<file path="src/rtl/store_wbuf_pkg.sv">
package store_wbuf_pkg;
  // Strobes from control to datapath for one cycle
  typedef struct packed {
    logic push;   // write the offered store into the tail slot
    logic pop;    // head entry handed downstream this cycle
  } wbufStrobe_t;
endpackage

</file>
<file path="src/rtl/store_wbuf_ctrl.sv">
module store_wbuf_ctrl
  import store_wbuf_pkg::*;
#(
  parameter int DEPTH = 4,
  localparam int PTR_W = (DEPTH > 1) ? $clog2(DEPTH) : 1,
  localparam int CNT_W = $clog2(DEPTH + 1)
) (
  input  logic             clk,
  input  logic             rstN,
  input  logic             stValid,
  input  logic             dnReady,
  output logic             stReady,
  output logic             dnValid,
  output wbufStrobe_t      strobe,
  output logic [PTR_W-1:0] wrPtr,
  output logic [PTR_W-1:0] rdPtr,
  output logic [CNT_W-1:0] count
);
  localparam logic [CNT_W-1:0] FULL_CNT = CNT_W'(DEPTH);
  localparam logic [PTR_W-1:0] LAST_PTR = PTR_W'(DEPTH - 1);

  logic isFull;

  assign isFull       = (count == FULL_CNT);
  assign stReady      = !isFull;
  assign dnValid      = (count != '0);
  assign strobe.push  = stValid && stReady;
  assign strobe.pop   = dnValid && dnReady;

  always_ff @(posedge clk or negedge rstN) begin
    if (!rstN) begin
      wrPtr <= '0;
      rdPtr <= '0;
      count <= '0;
    end else begin
      if (strobe.push) wrPtr <= (wrPtr == LAST_PTR) ? '0 : wrPtr + 1'b1;
      if (strobe.pop)  rdPtr <= (rdPtr == LAST_PTR) ? '0 : rdPtr + 1'b1;
      unique case ({strobe.push, strobe.pop})
        2'b10:   count <= count + 1'b1;
        2'b01:   count <= count - 1'b1;
        default: count <= count;
      endcase
    end
  end
endmodule

</file>
<file path="src/rtl/store_wbuf_dp.sv">
module store_wbuf_dp
  import store_wbuf_pkg::*;
#(
  parameter int ADDR_W = 8,
  parameter int DATA_W = 32,
  parameter int DEPTH  = 4,
  localparam int BYTES = DATA_W / 8,
  localparam int PTR_W = (DEPTH > 1) ? $clog2(DEPTH) : 1,
  localparam int CNT_W = $clog2(DEPTH + 1)
) (
  input  logic              clk,
  input  logic              rstN,
  input  wbufStrobe_t       strobe,
  input  logic [PTR_W-1:0]  wrPtr,
  input  logic [PTR_W-1:0]  rdPtr,
  input  logic [CNT_W-1:0]  count,
  input  logic [ADDR_W-1:0] stAddr,
  input  logic [DATA_W-1:0] stData,
  input  logic [BYTES-1:0]  stBe,
  output logic [ADDR_W-1:0] dnAddr,
  output logic [DATA_W-1:0] dnData,
  output logic [BYTES-1:0]  dnBe,
  input  logic [ADDR_W-1:0] ldAddr,
  input  logic [DATA_W-1:0] cacheData,
  output logic [DATA_W-1:0] ldData,
  output logic              ldFwd,
  output logic              ldPartial
);
  logic [ADDR_W-1:0] addrQ [DEPTH];
  logic [DATA_W-1:0] dataQ [DEPTH];
  logic [BYTES-1:0]  beQ   [DEPTH];
  logic [BYTES-1:0]  covered;

  // Entry storage; one slot written per accepted store
  always_ff @(posedge clk or negedge rstN) begin
    if (!rstN) begin
      for (int i = 0; i < DEPTH; i++) begin
        addrQ[i] <= '0;
        dataQ[i] <= '0;
        beQ[i]   <= '0;
      end
    end else if (strobe.push) begin
      addrQ[wrPtr] <= stAddr;
      dataQ[wrPtr] <= stData;
      beQ[wrPtr]   <= stBe;
    end
  end

  assign dnAddr = addrQ[rdPtr];
  assign dnData = dataQ[rdPtr];
  assign dnBe   = beQ[rdPtr];

  // Walk entries oldest to youngest so a younger match overwrites an older one
  always_comb begin
    ldData  = cacheData;
    covered = '0;
    for (int k = 0; k < DEPTH; k++) begin
      logic [PTR_W-1:0] slot;
      slot = PTR_W'((int'(rdPtr) + k) % DEPTH);
      if ((CNT_W'(k) < count) && (addrQ[slot] == ldAddr)) begin
        for (int b = 0; b < BYTES; b++) begin
          if (beQ[slot][b]) begin
            ldData[8*b +: 8] = dataQ[slot][8*b +: 8];
            covered[b]       = 1'b1;
          end
        end
      end
    end
  end

  assign ldFwd     = &covered;
  assign ldPartial = (|covered) && !(&covered);
endmodule

</file>
<file path="src/rtl/store_wbuf.sv">
module store_wbuf
  import store_wbuf_pkg::*;
#(
  parameter int ADDR_W = 8,
  parameter int DATA_W = 32,
  parameter int DEPTH  = 4,
  localparam int BYTES = DATA_W / 8,
  localparam int PTR_W = (DEPTH > 1) ? $clog2(DEPTH) : 1,
  localparam int CNT_W = $clog2(DEPTH + 1)
) (
  input  logic              clk,
  input  logic              rstN,
  input  logic              stValid,
  input  logic [ADDR_W-1:0] stAddr,
  input  logic [DATA_W-1:0] stData,
  input  logic [BYTES-1:0]  stBe,
  output logic              stReady,
  output logic              dnValid,
  output logic [ADDR_W-1:0] dnAddr,
  output logic [DATA_W-1:0] dnData,
  output logic [BYTES-1:0]  dnBe,
  input  logic              dnReady,
  input  logic [ADDR_W-1:0] ldAddr,
  input  logic [DATA_W-1:0] cacheData,
  output logic [DATA_W-1:0] ldData,
  output logic              ldFwd,
  output logic              ldPartial
);
  wbufStrobe_t      strobe;
  logic [PTR_W-1:0] wrPtr;
  logic [PTR_W-1:0] rdPtr;
  logic [CNT_W-1:0] count;

  store_wbuf_ctrl #(.DEPTH(DEPTH)) ctrl_i (
    .clk(clk), .rstN(rstN), .stValid(stValid), .dnReady(dnReady),
    .stReady(stReady), .dnValid(dnValid), .strobe(strobe),
    .wrPtr(wrPtr), .rdPtr(rdPtr), .count(count)
  );

  store_wbuf_dp #(.ADDR_W(ADDR_W), .DATA_W(DATA_W), .DEPTH(DEPTH)) dp_i (
    .clk(clk), .rstN(rstN), .strobe(strobe), .wrPtr(wrPtr), .rdPtr(rdPtr),
    .count(count), .stAddr(stAddr), .stData(stData), .stBe(stBe),
    .dnAddr(dnAddr), .dnData(dnData), .dnBe(dnBe),
    .ldAddr(ldAddr), .cacheData(cacheData), .ldData(ldData),
    .ldFwd(ldFwd), .ldPartial(ldPartial)
  );
endmodule

</file>
<file path="config.mk">
export PLATFORM = sky130hd
export DESIGN_NAME = store_wbuf
export DESIGN_NICKNAME = d
export VERILOG_FILES = /design/src/rtl/store_wbuf_pkg.sv /design/src/rtl/store_wbuf_ctrl.sv /design/src/rtl/store_wbuf_dp.sv /design/src/rtl/store_wbuf.sv
export SDC_FILE = /design/constraint.sdc
export NUM_CORES = 1
export LEC_CHECK = 0
export ABC_AREA = 1
export BUFFER_PORTS_ARGS = -buffer_cell sky130_fd_sc_hd__buf_2
export CAP_MARGIN = 20
export CORE_MARGIN = 5
export CORE_UTILIZATION = 60
export CTS_CLUSTER_SIZE = 12
export DETAILED_ROUTE_END_ITERATION = 6
export HOLD_SLACK_MARGIN = 0.03
export PLACE_DENSITY = 0.82
export SYNTH_ARGS = -nofsm -noshare
export SYNTH_HDL_FRONTEND = slang
export SYNTH_SLANG_ARGS = --single-unit
</file>
<file path="constraint.sdc">
create_clock -name clk -period 3.1 [get_ports clk]
set_input_delay 0 -clock clk [delete_from_list [all_inputs] [get_ports clk]]
set_output_delay 0 -clock clk [all_outputs]
set_load 0.005 [all_outputs]
</file>
==> metrics.md, run 1 <==
| Metric | Value |
|---|---|
| Outcome | `complete, no violations` |
| Gr busiest metal | `met2` |
| Final instance area | `16,440 um2` |
| Fill count | `1,668` |
| Met2 usage | `49.98%` |
| Met1 usage | `39.35%` |
| CTS tree | `built` |
| Final Hold Viols | `0` |
| Port Buffers | `167` |
| Num CTS Buffers | `17` |
| Synth Flop Type | `dfrtp_1` |
| GRT Residual Overflow | `0` |
| Synthesized area | `about 13,000 um2` |
| Die height | `approximately 160 um` |
| Starting Density | `roughly 61%` |
| DR pass1 iterations | `6` |
| CORE AREA | `around 22,000 um2` |
| DRT iter0 DRCs | `1,673` |
| Max incr delay on CP | `between 0.5 and 0.6 ns` |
| Grt met3 use | `5.048%` |
| Final Total Pwr | `0.01831 W` |
| Clock sinks | `around 180` |
| H-tree level count | `4` |
| Global Route Usage Sum | `roughly 30%` |
| Top cell type's share of synthesized area | `34.10%` |
| Fin crit share | `approximately 99%` |
| Synth Instances | `2,071` |
| CP top delay family | `simple AND/OR/NAND/NOR gates` |
| Final net count | `2,357` |
| Proportion of layout cells with a drive suffix above 1 | `roughly 17%` |
| Maximum VDD drop | `between 0.0007 and 0.0008 V` |
| Register area | `4583 um2` |
| Via density | `5.814` |
| Worst-path cell chain | `buf_4, clkbuf_16, nand2_1, nand3_1, nand3_2, nand2_1, nor2_1, nand2_1, nor2_4, nand3_4, nand2_1, inv_2, nand2_1, nand2_1, nor2_2, nor2_2, buf_2` |
| Final Setup Violations | `0` |
| Crit-path most repeated cell | `nand2_1` |
| Most common cell in the synthesized netlist | `nand2_1` |
| Max Clock Freq | `324.7 MHz` |
| Die width | `between 150 and 200 um` |
| Initial antenna violation count | `1` |
| First-pass GRT wire length | `65,290 um` |
| Max Slew Vio Count | `0` |
| Top-Level Pins | `168` |
| Synth cell count leaders | `nand2_1 (613), o21ai_0 (419), inv_1 (282), dfrtp_1 (183), nand3_1 (131)` |
| Worst Setup Start Kind | `register` |
| WP data required | `3.10 ns` |
| Routed via count | `14,843` |
| Root Buffer | `clkbuf_16` |
| Slew headroom | `52.31%` |
| Leakage | `~8.5 nW` |
| Crit-path slowest cell | `dfrtp_4` |
| WP buf/inv | `4` |
| RSZ-0062 raised after global routing | `true` |
| Dominant cell type by area after synthesis | `dfrtp_1` |
| WL final | `41,220 um` |
| Worst Setup End Kind | `primary output` |
| YS warnings | `0` |
| Synth top area cells | `dfrtp_1 (34%), nand2_1 (17%), o21ai_0 (16%)` |
| Clk slew on worst S/H paths | `0.07 ns` |
| Synthesized net count | `between 2,000 and 2,500` |
| Routed length per instance | `16.14 um` |
| Area of the multi-input gates | `~7500 um2` |
| Post-layout min period | `3.080 ns` |
| Largest net degree at the start of global routing | `90` |
| Max FO, Critical Path | `20` |
| Clk buf depth | `2` |
| Synth cell types | `30` |
| Kind of critical path | `reg -> out` |
| Vias in the first global route | `~14,000` |
| Type of the most critical hold path | `in -> reg` |
| PwrDens | `1113 nW/um2` |
| Routability congestion estimate | `slightly above 0.9` |
| Clk_skew | `0.01201 ns` |
| Sequential share of the synthesized area | `about a third` |
| Post-placement cell area | `14,480 um2` |
| CP arrival | `between 3 and 4 ns` |
| Full die area | `25,470 um2` |
| Drc violations | `0` |
| Number of synthesized flops with an enable pin | `0` |
| DRT antenna net count | `0` |
| Core Rows | `54` |
| Clock Latency Late Sink | `between 0.4 and 0.5 ns` |
| Tightest Pin Transition | `0.7154 ns` |
| Syn avg cell area | `6.484 um2` |
| Flops & latches, synth | `~180` |
| Maxcap violations | `0` |
| Ys async rst share | `100.0%` |
| P&R area growth vs syn | `22.46%` |
| Detailed Place HPWL | `25,740 um` |
==> final cells by class <==
type | instances | share of cell area, %
Multi-Input combinational cell | 1468 | 45.68
Timing Repair Buffer | 294 | 13.79
Antenna cell | 1 | 0.01522
Clock buffer | 18 | 2.610
Timing Repair inverter | 1 | 0.05326
Tap cell | 280 | 2.131
Sequential cell | 183 | 27.87
Clock inverter | 14 | 0.9740
Inverter | 294 | 6.879
==> what timing repair did <==
| action | CTS | global route |
|---|---|---|
| pin swaps | 6 | 11 |
| setup endpoints to repair | 34 | 34 |
| cloned | 2 | 10 |
| gates resized for setup | 14 | 109 |
| setup buffers | 9 | 13 |
| hold buffers | 46 | 0 |
| endpoints found under the hold margin | 245 | 0 |
==> logic make-up (layout without fill, tap and decap cells) <==
logic type	Yosys count	in the layout	synth area share, %
xor gates and xnor gates	5	5	0.3262
buffers and inverters	420	621	12.49
AOI/OAI and AO/OA	507	507	19.58
DFF	183	183	34.10
other	0	1	0
muxes	63	63	4.696
and+or+nand+nor	883	883	27.88
adders and majority gates	10	10	0.9318
==> power breakdown <==
part / switching (W) / internal, W / total [W] / leakage (nW)
registers: 0.000856 / 0.00350 / 0.00435 / 2.29
clock network: 0.00103 / 0.00121 / 0.00224 / 0.281
logic: 0.00759 / 0.00412 / 0.0117 / 5.90
==> stage by stage <==
| stage | utilization (%) | hold WS (ns) | worst slack [ns] | TNS [ns] | instances |
|---|---|---|---|---|---|
| 2_1_floorplan | - | -0.2956 | 0.8063 | 0 | 2071 |
| 3_3_place_gp | 65.93 | 0.04245 | 0.2728 | 0 | 2440 |
| 3_5_place_dp | 65.93 | 0.05455 | 0.1902 | 0 | 2440 |
| 4_1_cts | 71.83 | 0.09002 | 0.02190 | 0 | 2529 |
| 5_1_grt | 74.88 | 0.1078 | -0.1522 | -3.073 | 2553 |
| 6_report | 74.88 | 0.1074 | 0.02016 | 0 | 2553 |
==> routing by layer <==
metal / vias up / part of all wire [%]
li1: 7068 / -
met1: 6814 / 40
met2: 817 / 47
met3: 144 / 8.9
met4: 0 / 3.8
met5: - / 0
==> worst min-delay path: stages <==
cell	delay (ns)
buf_2	0.07
nand2_1	0.12
clkinv_1	0.20
o21ai_0	0.10
==> layout by cell type, fill, tap and decap left out, types with 3 or more instances in the layout <==
cell type / synthesis / final
inv_6: 0 / 7
o21ai_2: 3 / 10
a21oi_2: 0 / 15
dlygate4sd3_1: 0 / 46
a211oi_1: 32 / 18
nand3_2: 3 / 13
nor2_4: 4 / 6
nand2_2: 0 / 7
o21ai_0: 419 / 400
mux2i_1: 63 / 63
buf_4: 7 / 44
a211oi_2: 0 / 14
nand3_1: 131 / 116
a21oi_1: 35 / 20
inv_1: 282 / 279
nand4_1: 37 / 37
buf_12: 0 / 10
dfrtp_1: 183 / 182
buf_6: 4 / 14
nand3_4: 4 / 9
nand2_1: 613 / 606
o21ai_1: 18 / 29
inv_2: 11 / 11
ha_1: 10 / 9
xor2_1: 3 / 3
buf_2: 35 / 169
clkinvlp_4: 0 / 3
nor2_1: 81 / 79
nor2_2: 3 / 3
clkbuf_16: 0 / 23
inv_8: 0 / 3
==> path summary, 6_finish.rpt <==
path / start / end / slack, ns / cells past startpoint
worst max-delay path: ctrl_i.rdPtr[0] / ldPartial / 0.02 / 17
worst min-delay path: stValid / ctrl_i.wrPtr[0] / 0.11 / 4
worst max register to register: ctrl_i.count[1] / dp_i.dataQ[100] / 0.86 / 8
worst min register to register: dp_i.dataQ[39] / dp_i.dataQ[39] / 0.49 / 2
max in group asynchronous: rstN / dp_i.addrQ[28] / 2.10 / 3
min in group asynchronous: rstN / dp_i.dataQ[59] / 0.12 / 2
==> state kept, by name (all words and copies together) (netlist names) <==
signal	cells
dp_i.dataQ	128
dp_i.addrQ	32
dp_i.beQ	16
ctrl_i.count	3
ctrl_i.rdPtr	2
ctrl_i.wrPtr	2
Note: power is estimated with default switching activity, not from simulation.
==> run 2: changes to the inputs <==
--- a/config.mk
+++ b/config.mk
@@ -8,6 +8,7 @@
 export ABC_AREA = 1
 export BUFFER_PORTS_ARGS = -buffer_cell sky130_fd_sc_hd__buf_2
 export CAP_MARGIN = 20
+export CORE_ASPECT_RATIO = 0.6
 export CORE_MARGIN = 5
 export CORE_UTILIZATION = 60
 export CTS_CLUSTER_SIZE = 12
==> metrics.md, run 2 (synthesized netlist as in run 1, its figures left out) <==
| Metric | Value |
|---|---|
| Outcome | `finished, violations left` |
| Failing checks | `DRC, setup timing` |
| Start of the worst register-to-register path | `ctrl_i.count[0]` |
| Placed insts | `2,434 (-0.25%)` |
| Worst Setup Start Kind | `register` |
| Most flops, register | `dp_i.dataQ` |
| Root Buffer | `clkbuf_16` |
| Final Hold Viols | `0 (unchanged)` |
| Routed length per instance | `16.63 um (+3.0%)` |
| Dpl ws | `0.04358 ns (-0.1466 ns)` |
| Final Setup Violations | `7 (+7)` |
| H-tree level count | `4 (unchanged)` |
| First-pass GRT wire length | `66,920 um (+2.5%)` |
| Max Slew Vio Count | `0 (unchanged)` |
| Max Clock Freq | `318.4 MHz (-1.9%)` |
| WHS | `0.03462 ns (-0.07274 ns)` |
| Vias in the first global route | `13,377 (-2.4%)` |
| Slew headroom | `44.32% (-8.0 points)` |
| Worst hold start | `stValid` |
| Sequential Power Share | `23.7% (about the same)` |
| DRT iter0 DRCs | `1,891 (+13%)` |
| Leakage | `8.357 nW (-1.3%)` |
| Clk_skew | `0.008263 ns (-0.003750 ns)` |
| P&R area growth vs syn | `20.55%` |
| Leading cell type in the layout, fill and taps excluded | `nand2_1` |
| Final non-filler cell total | `2,538 (-0.59%)` |
| Final worst setup slack | `-0.04045 ns (-0.06061 ns)` |
| Global Route Usage Sum | `31.53% (+1.4 points)` |
| Post-layout min period | `3.140 ns (+0.06061 ns)` |
| Clock sinks | `183 (unchanged)` |
| Commonest non-fill, non-tap cells in the layout | `nand2_1 (607), o21ai_0 (410), inv_1 (281)` |
| CTS tree | `built` |
| Detailed Place HPWL | `27,090 um (+5.3%)` |
| CP startpoint | `ctrl_i.rdPtr[0]` |
| Maxcap violations | `0 (unchanged)` |
| Pint | `0.008888 W (+0.69%)` |
| Initial antenna violation count | `0 (-1)` |
| Worst-path cell chain | `ha_4, clkbuf_16, nand3_1, nand3_1, nand4_1, nor2_4, buf_12, buf_4, nand3_2, buf_6, o21ai_0, inv_1, a21oi_1, buf_2` |
| Kind of critical path | `reg -> out` |
| Routed via count | `14,677 (-1.1%)` |
| Full die area | `25,570 um2 (+0.38%)` |
| Register area | `4583 um2 (unchanged)` |
| Die width | `203.1 um (+27%)` |
| Clock power share | `12.6% (+0.3 points)` |
| DRT antenna net count | `0 (unchanged)` |
| Starting Density | `60.98% (-0.17 points)` |
| PwrDens | `1135 nW/um2 (+1.9%)` |
| WP data required | `3.10 ns (about the same)` |
| Area of the multi-input gates | `7403 um2 (-1.4%)` |
| Max FO, Critical Path | `16 (-20%)` |
| Crit-path slowest cell | `dfrtp_4` |
| CORE AREA | `22,020 um2 (+0.27%)` |
| Ant diodes | `0 (-1)` |
| DR pass1 iterations | `7 (+1)` |
| Port Buffers | `167 (unchanged)` |
| Top-Level Pins | `168 (unchanged)` |
| Via density | `5.783 (-0.53%)` |
| GRT Residual Overflow | `0 (unchanged)` |
| Largest regs | `dp_i.dataQ: 128 flops, dp_i.addrQ: 32 flops, dp_i.beQ: 16 flops` |
| Net Switching | `0.009478 W (about the same)` |
| WL final | `42,200 um (+2.4%)` |
| Crit-path most repeated cell | `nand3_1` |
| Final net count | `2,337 (-0.85%)` |
| Largest net degree at the start of global routing | `132 (+47%)` |
| Proportion of power drawn by combinational gates | `63.6% (-0.4 points)` |
| WP buf/inv | `6 (+2)` |
| Die height | `125.9 um (-21%)` |
| Clk buf depth | `2 (unchanged)` |
| Clock Latency Late Sink | `0.45 ns (about the same)` |
| Worst Setup End Kind | `primary output` |
| Final Core Density | `73.51% (-1.4 points)` |
| Maximum VDD drop | `0.0007175 V (-3.6%)` |
| Routability congestion estimate | `0.9059 (-1.5%)` |
| Net Sw Frac | `51.61% (-0.18 points)` |
| Type of the most critical hold path | `in -> reg` |
| Fin crit share | `101.3% (+2.0 points)` |
| CP arrival | `3.14 ns (+0.06 ns)` |
| Fill count | `1,737 (+4.1%)` |
| Largest register FFs | `128 (unchanged)` |
| Proportion of layout cells with a drive suffix above 1 | `14.48% (-2.2 points)` |
| Clk slew on worst S/H paths | `0.07 ns (about the same)` |
| Max incr delay on CP | `0.55 ns (-0.02 ns)` |
| RSZ-0062 raised after global routing | `true` |
| Tightest Pin Transition | `0.8352 ns (+0.1198 ns)` |
| Setup TNS Final | `-0.1028 ns (-0.1028 ns)` |
| Drc violations | `5 (+5)` |
| Num CTS Buffers | `17 (unchanged)` |
| Core Rows | `42 (-22%)` |
| CP top delay family | `buffers and inverters` |
run 2: cell count changes in the layout (fill, tap and decap cells not counted), moves of 6 or more:
cell / change
a21oi_1: +7
nand3_2: -9
a21oi_2: -8
nand3_1: +12
o21ai_0: +10
buf_12: +6
buf_6: -10
o21ai_2: -6
buf_4: -11
run 2: worst paths after layout:
path | slack [ns] | to | depth (start not counted)
worst max register to register | 0.80 | dp_i.dataQ[66] | 9
worst min register to register | 0.49 | dp_i.beQ[9] | 2
max in group asynchronous | 1.97 | dp_i.dataQ[112] | 3
min in group asynchronous | 0.15 | dp_i.dataQ[59] | 2
worst min-delay path | 0.03 | ctrl_i.wrPtr[1] | 4
worst max-delay path | -0.04 | ldData[9] | 14
run 2: stage by stage:
stage / area, um2 / power, W
CTS: 15800 / 0.01740
global placement: 14440 / 0.01414
finish: 16190 / 0.01837
floorplan: 13430 / 0.01159
detailed placement: 14440 / 0.01455
global route: 16190 / 0.01991
run 2: final cells by class:
| type | count | area share, % |
|---|---|---|
| multi-input combinational | 1470 | 45.74 |
| sequential | 183 | 28.31 |
| timing repair buffer | 273 | 12.96 |
| inverter | 294 | 6.926 |
| clock buffer | 19 | 2.798 |
| tap | 286 | 2.211 |
| clock inverter | 13 | 1.059 |
run 2: what timing repair did:
action,4_1_cts,5_1_grt
pin swaps,10,12
resized for setup,17,55
hold endpoints to repair,260,0
endpoints found under the setup margin,34,34
hold buffers,46,0
cloned,2,4
setup buffers,13,7
run 2: worst reg2reg max path, delay by kind of cell, from the launching register on:
kind,cells,cell delay [ns]
buffers and inverters,3,0.71
flip-flops,1,0.45
AO/OA/AOI/OAI,1,0.09
AND/OR/NAND/NOR,4,0.80
adder cells (fa/ha/maj),1,0.17
run 2: power by group through the flow:
stage | Combinational, W | Clock, W | Sequential (W)
floorplan | 0.00748 | 0 | 0.00410
global placement | 0.00985 | 0 | 0.00429
detailed placement | 0.0102 | 0 | 0.00433
CTS | 0.0107 | 0.00234 | 0.00432
global route | 0.0130 | 0.00245 | 0.00449
finish | 0.0117 | 0.00232 | 0.00436
run 2: per-layer routing:
metal  GRT usage (%)  up-vias  part of all wire (%)
met3           7.066       81                    11
met1           45.59     6697                    43
met5               0        -                     0
li1                -     7024                     -
met4           8.799        0                   1.8
met2           48.11      875                    44
==> run 3: changes to the inputs <==
--- a/config.mk
+++ b/config.mk
@@ -5,16 +5,14 @@
 export SDC_FILE = /design/constraint.sdc
 export NUM_CORES = 1
 export LEC_CHECK = 0
-export ABC_AREA = 1
 export BUFFER_PORTS_ARGS = -buffer_cell sky130_fd_sc_hd__buf_2
 export CAP_MARGIN = 20
 export CORE_ASPECT_RATIO = 0.6
 export CORE_MARGIN = 5
-export CORE_UTILIZATION = 60
+export CORE_UTILIZATION = 30
 export CTS_CLUSTER_SIZE = 12
 export DETAILED_ROUTE_END_ITERATION = 6
 export HOLD_SLACK_MARGIN = 0.03
-export PLACE_DENSITY = 0.82
 export SYNTH_ARGS = -nofsm -noshare
 export SYNTH_HDL_FRONTEND = slang
 export SYNTH_SLANG_ARGS = --single-unit
==> metrics.md, run 3 <==
| Metric | Value |
|---|---|
| Outcome | `finished, violations left` |
| Failing checks | `setup timing` |
| Clock Latency Late Sink | `0.44 ns (about the same)` |
| Type of the most critical hold path | `in -> reg` |
| Maximum VDD drop | `0.0004494 V (-37%)` |
| Fin crit share | `117.1% (+16 points)` |
| Ys async rst share | `100.0% (unchanged)` |
| Final Hold Viols | `0 (unchanged)` |
| Synth Flop Type | `dfrtp_1` |
| Leakage | `7.081 nW (-15%)` |
| Number of synthesized flops with an enable pin | `0 (unchanged)` |
| Dpl ws | `-0.3618 ns (-0.4054 ns)` |
| First-pass GRT wire length | `64,140 um (-4.1%)` |
| Flops & latches, synth | `183 (unchanged)` |
| CP top delay family | `compound AO/OA/AOI/OAI gates` |
| Synth top area cells | `dfrtp_1 (34%), mux4_2 (27%), mux2_2 (15%)` |
| Stages on the worst setup path | `14 (unchanged)` |
| Global Route Usage Sum | `16.55% (-15 points)` |
| Num CTS Buffers | `17 (unchanged)` |
| DR pass1 iterations | `5 (-2)` |
| Final net count | `1,355 (-42%)` |
| CORE AREA | `43,700 um2 (+98%)` |
| Max FO, Critical Path | `6 (-10)` |
| YS warnings | `0 (unchanged)` |
| Most flops, register | `dp_i.dataQ` |
| Slew headroom | `40.84% (-3.5 points)` |
| Clk slew on worst S/H paths | `0.08 ns (about the same)` |
| R2R setup slack | `0.96 ns (+0.16 ns)` |
| Routability congestion estimate | `0.8412 (-7.1%)` |
| Max incr delay on CP | `0.51 ns (-0.04 ns)` |
| Top-Level Pins | `168 (unchanged)` |
| Sequential share of the synthesized area | `34.21% (+0.11 points)` |
| Routed via count | `10,069 (-31%)` |
| Largest register FFs | `128 (unchanged)` |
| Post-layout min period | `3.631 ns (+0.4903 ns)` |
| DRT antenna net count | `0 (unchanged)` |
| Max Slew Vio Count | `0 (unchanged)` |
| Worst-path cell chain | `ha_4, buf_4, buf_4, mux2i_1, o31ai_1, nor4b_4, and2_4, buf_6, and3_4, buf_6, a2111o_1, and4bb_1, a31oi_1, buf_2` |
| Most common cell in the synthesized netlist | `dfrtp_1` |
| WP buf/inv | `5 (-1)` |
| Via density | `5.443 (-5.9%)` |
| DRT iter0 DRCs | `705 (-63%)` |
| Worst Reg-to-Reg Cells | `7 (-2)` |
| Max Clock Freq | `275.4 MHz (-14%)` |
| WP data required | `3.10 ns (about the same)` |
| Root Buffer | `clkbuf_16` |
| Vias in the first global route | `10,578 (-21%)` |
| Dominant cell type by area after synthesis | `dfrtp_1` |
| Commonest non-fill, non-tap cells in the layout | `dfrtp_1 (181), mux2_2 (178), mux4_2 (165)` |
| Final Setup Violations | `34 (+27)` |
| Starting Density | `30.63% (-30 points)` |
| WL final | `40,490 um (-4.1%)` |
| GRT Residual Overflow | `0 (unchanged)` |
| CTS tree | `built` |
| Largest net degree at the start of global routing | `87 (-34%)` |
| Clk buf depth | `2 (unchanged)` |
| Largest regs | `dp_i.dataQ: 128 flops, dp_i.addrQ: 32 flops, dp_i.beQ: 16 flops` |
| Die width | `282.7 um (+39%)` |
| Synthesized area | `13,390 um2 (-0.32%)` |
| Clock sinks | `183 (unchanged)` |
| Synthesized net count | `1,072 (-51%)` |
| RSZ-0062 raised after global routing | `true` |
| P&R area growth vs syn | `30.32%` |
| Proportion of layout cells with a drive suffix above 1 | `61.89% (+47 points)` |
| CP arrival | `3.63 ns (+0.49 ns)` |
| Clk_skew | `0.009133 ns (+0.0008701 ns)` |
| Full die area | `49,080 um2 (+92%)` |
| Synth cell count leaders | `dfrtp_1 (183), mux2_2 (182), mux4_2 (161), mux2i_1 (43), nand2_1 (36)` |
| Crit-path slowest cell | `dfrtp_4` |
| Hold Path Stages | `3 (-1)` |
| Drc violations | `0 (-5)` |
| Syn avg cell area | `13.74 um2 (+110%)` |
| Final worst setup slack | `-0.5307 ns (-0.4903 ns)` |
| Synth cell types | `62 (+110%)` |
| Routed length per instance | `21.88 um (+32%)` |
| Die height | `173.6 um (+38%)` |
| Tightest Pin Transition | `0.8874 ns (+0.05225 ns)` |
| Core Rows | `59 (+40%)` |
| Worst Setup End Kind | `primary output` |
| Synth Instances | `974 (-53%)` |
| PwrDens | `1170 nW/um2 (+3.1%)` |
| Final Total Pwr | `0.02041 W (+11%)` |
| Initial antenna violation count | `2 (+2)` |
| Maxcap violations | `0 (unchanged)` |
| Detailed Place HPWL | `28,020 um (+3.4%)` |
| Leading cell type in the layout, fill and taps excluded | `dfrtp_1` |
| H-tree level count | `4 (unchanged)` |
| Top cell type's share of synthesized area | `34.21% (+0.11 points)` |
| Worst Setup Start Kind | `register` |
| Port Buffers | `167 (unchanged)` |
| Kind of critical path | `reg -> out` |
## run 3: cell count changes after synthesis, sizes merged, moves of 26 or more
cell    delta
nand2    -576
o21ai    -418
inv      -282
mux2     +189
mux4     +165
nand3    -135
nor2      -59
clkbuf    -37
nand4     -35
nor2b     +30
a21oi     -26
## run 3: cell families after synthesis
kind of cell | after synthesis | synth area share (%)
AND/OR/NAND/NOR | 163 | 6.908
buffers and inverters | 92 | 3.505
multiplexers | 397 | 46.99
flip-flops | 183 | 34.21
adder cells (fa/ha/maj) | 10 | 0.9348
AO/OA/AOI/OAI | 89 | 4.664
XOR/XNOR | 40 | 2.786
## run 3: metrics by stage
step | utilization (%) | TNS [ns] | cells | hold WS, ns | cell area (um2)
6_report | 39.92 | -13.49 | 1850 | 0.08105 | 17440
5_1_grt | 39.92 | -18.64 | 1850 | 0.09130 | 17440
4_1_cts | 39.48 | -13.92 | 1841 | 0.06511 | 17250
3_5_place_dp | 35.52 | -6.429 | 1745 | 0.1259 | 15520
3_3_place_gp | 35.52 | -5.893 | 1745 | 0.1173 | 15520
2_1_floorplan | - | 0 | 974 | -0.2956 | 13390
## run 3: path summary, 6_finish.rpt
| check | from | end |
|---|---|---|
| worst max-delay path | ctrl_i.rdPtr[0] | ldPartial |
| max in group asynchronous | rstN | dp_i.beQ[4] |
| worst min register to register | dp_i.dataQ[79] | dp_i.dataQ[79] |
| worst min-delay path | stValid | ctrl_i.wrPtr[0] |
| min in group asynchronous | rstN | dp_i.dataQ[59] |
| worst max register to register | ctrl_i.count[0] | dp_i.dataQ[43] |
## run 3: metal layers
| metal | share of wire, % | GRT usage, % |
|---|---|---|
| met4 | 1.1 | 3.245 |
| met2 | 47 | 25.59 |
| met5 | 0.032 | 0 |
| met3 | 5.4 | 3.513 |
| met1 | 47 | 24.24 |
## run 3: power breakdown
| group | switching (W) | internal, W | leakage [nW] |
|---|---|---|---|
| registers | 0.00155 | 0.00363 | 2.17 |
| logic | 0.00541 | 0.00767 | 4.63 |
| clock network | 0.00107 | 0.00106 | 0.282 |
## run 3: worst min-delay path, stage by stage
cell	delay, ns
buf_2	0.09
and2_1	0.23
o21ai_0	0.17
## run 3: cell type report
cell class	count	area [um2]
timing repair buffer	345	2645
sequential	183	4587
antenna	1	2.502
clock buffer	17	425.4
multi-input combinational	699	8884
tap	579	724.4
clock inverter	15	135.1
fill	4092	26260
inverter	11	41.29
## run 3: what timing repair did
item	CTS	global route
buffers inserted	15	10
cloned	3	0
pin swaps	36	28
endpoints found under the hold margin	261	0
setup endpoints to repair	34	34
hold buffers	46	0
resized for setup	114	44
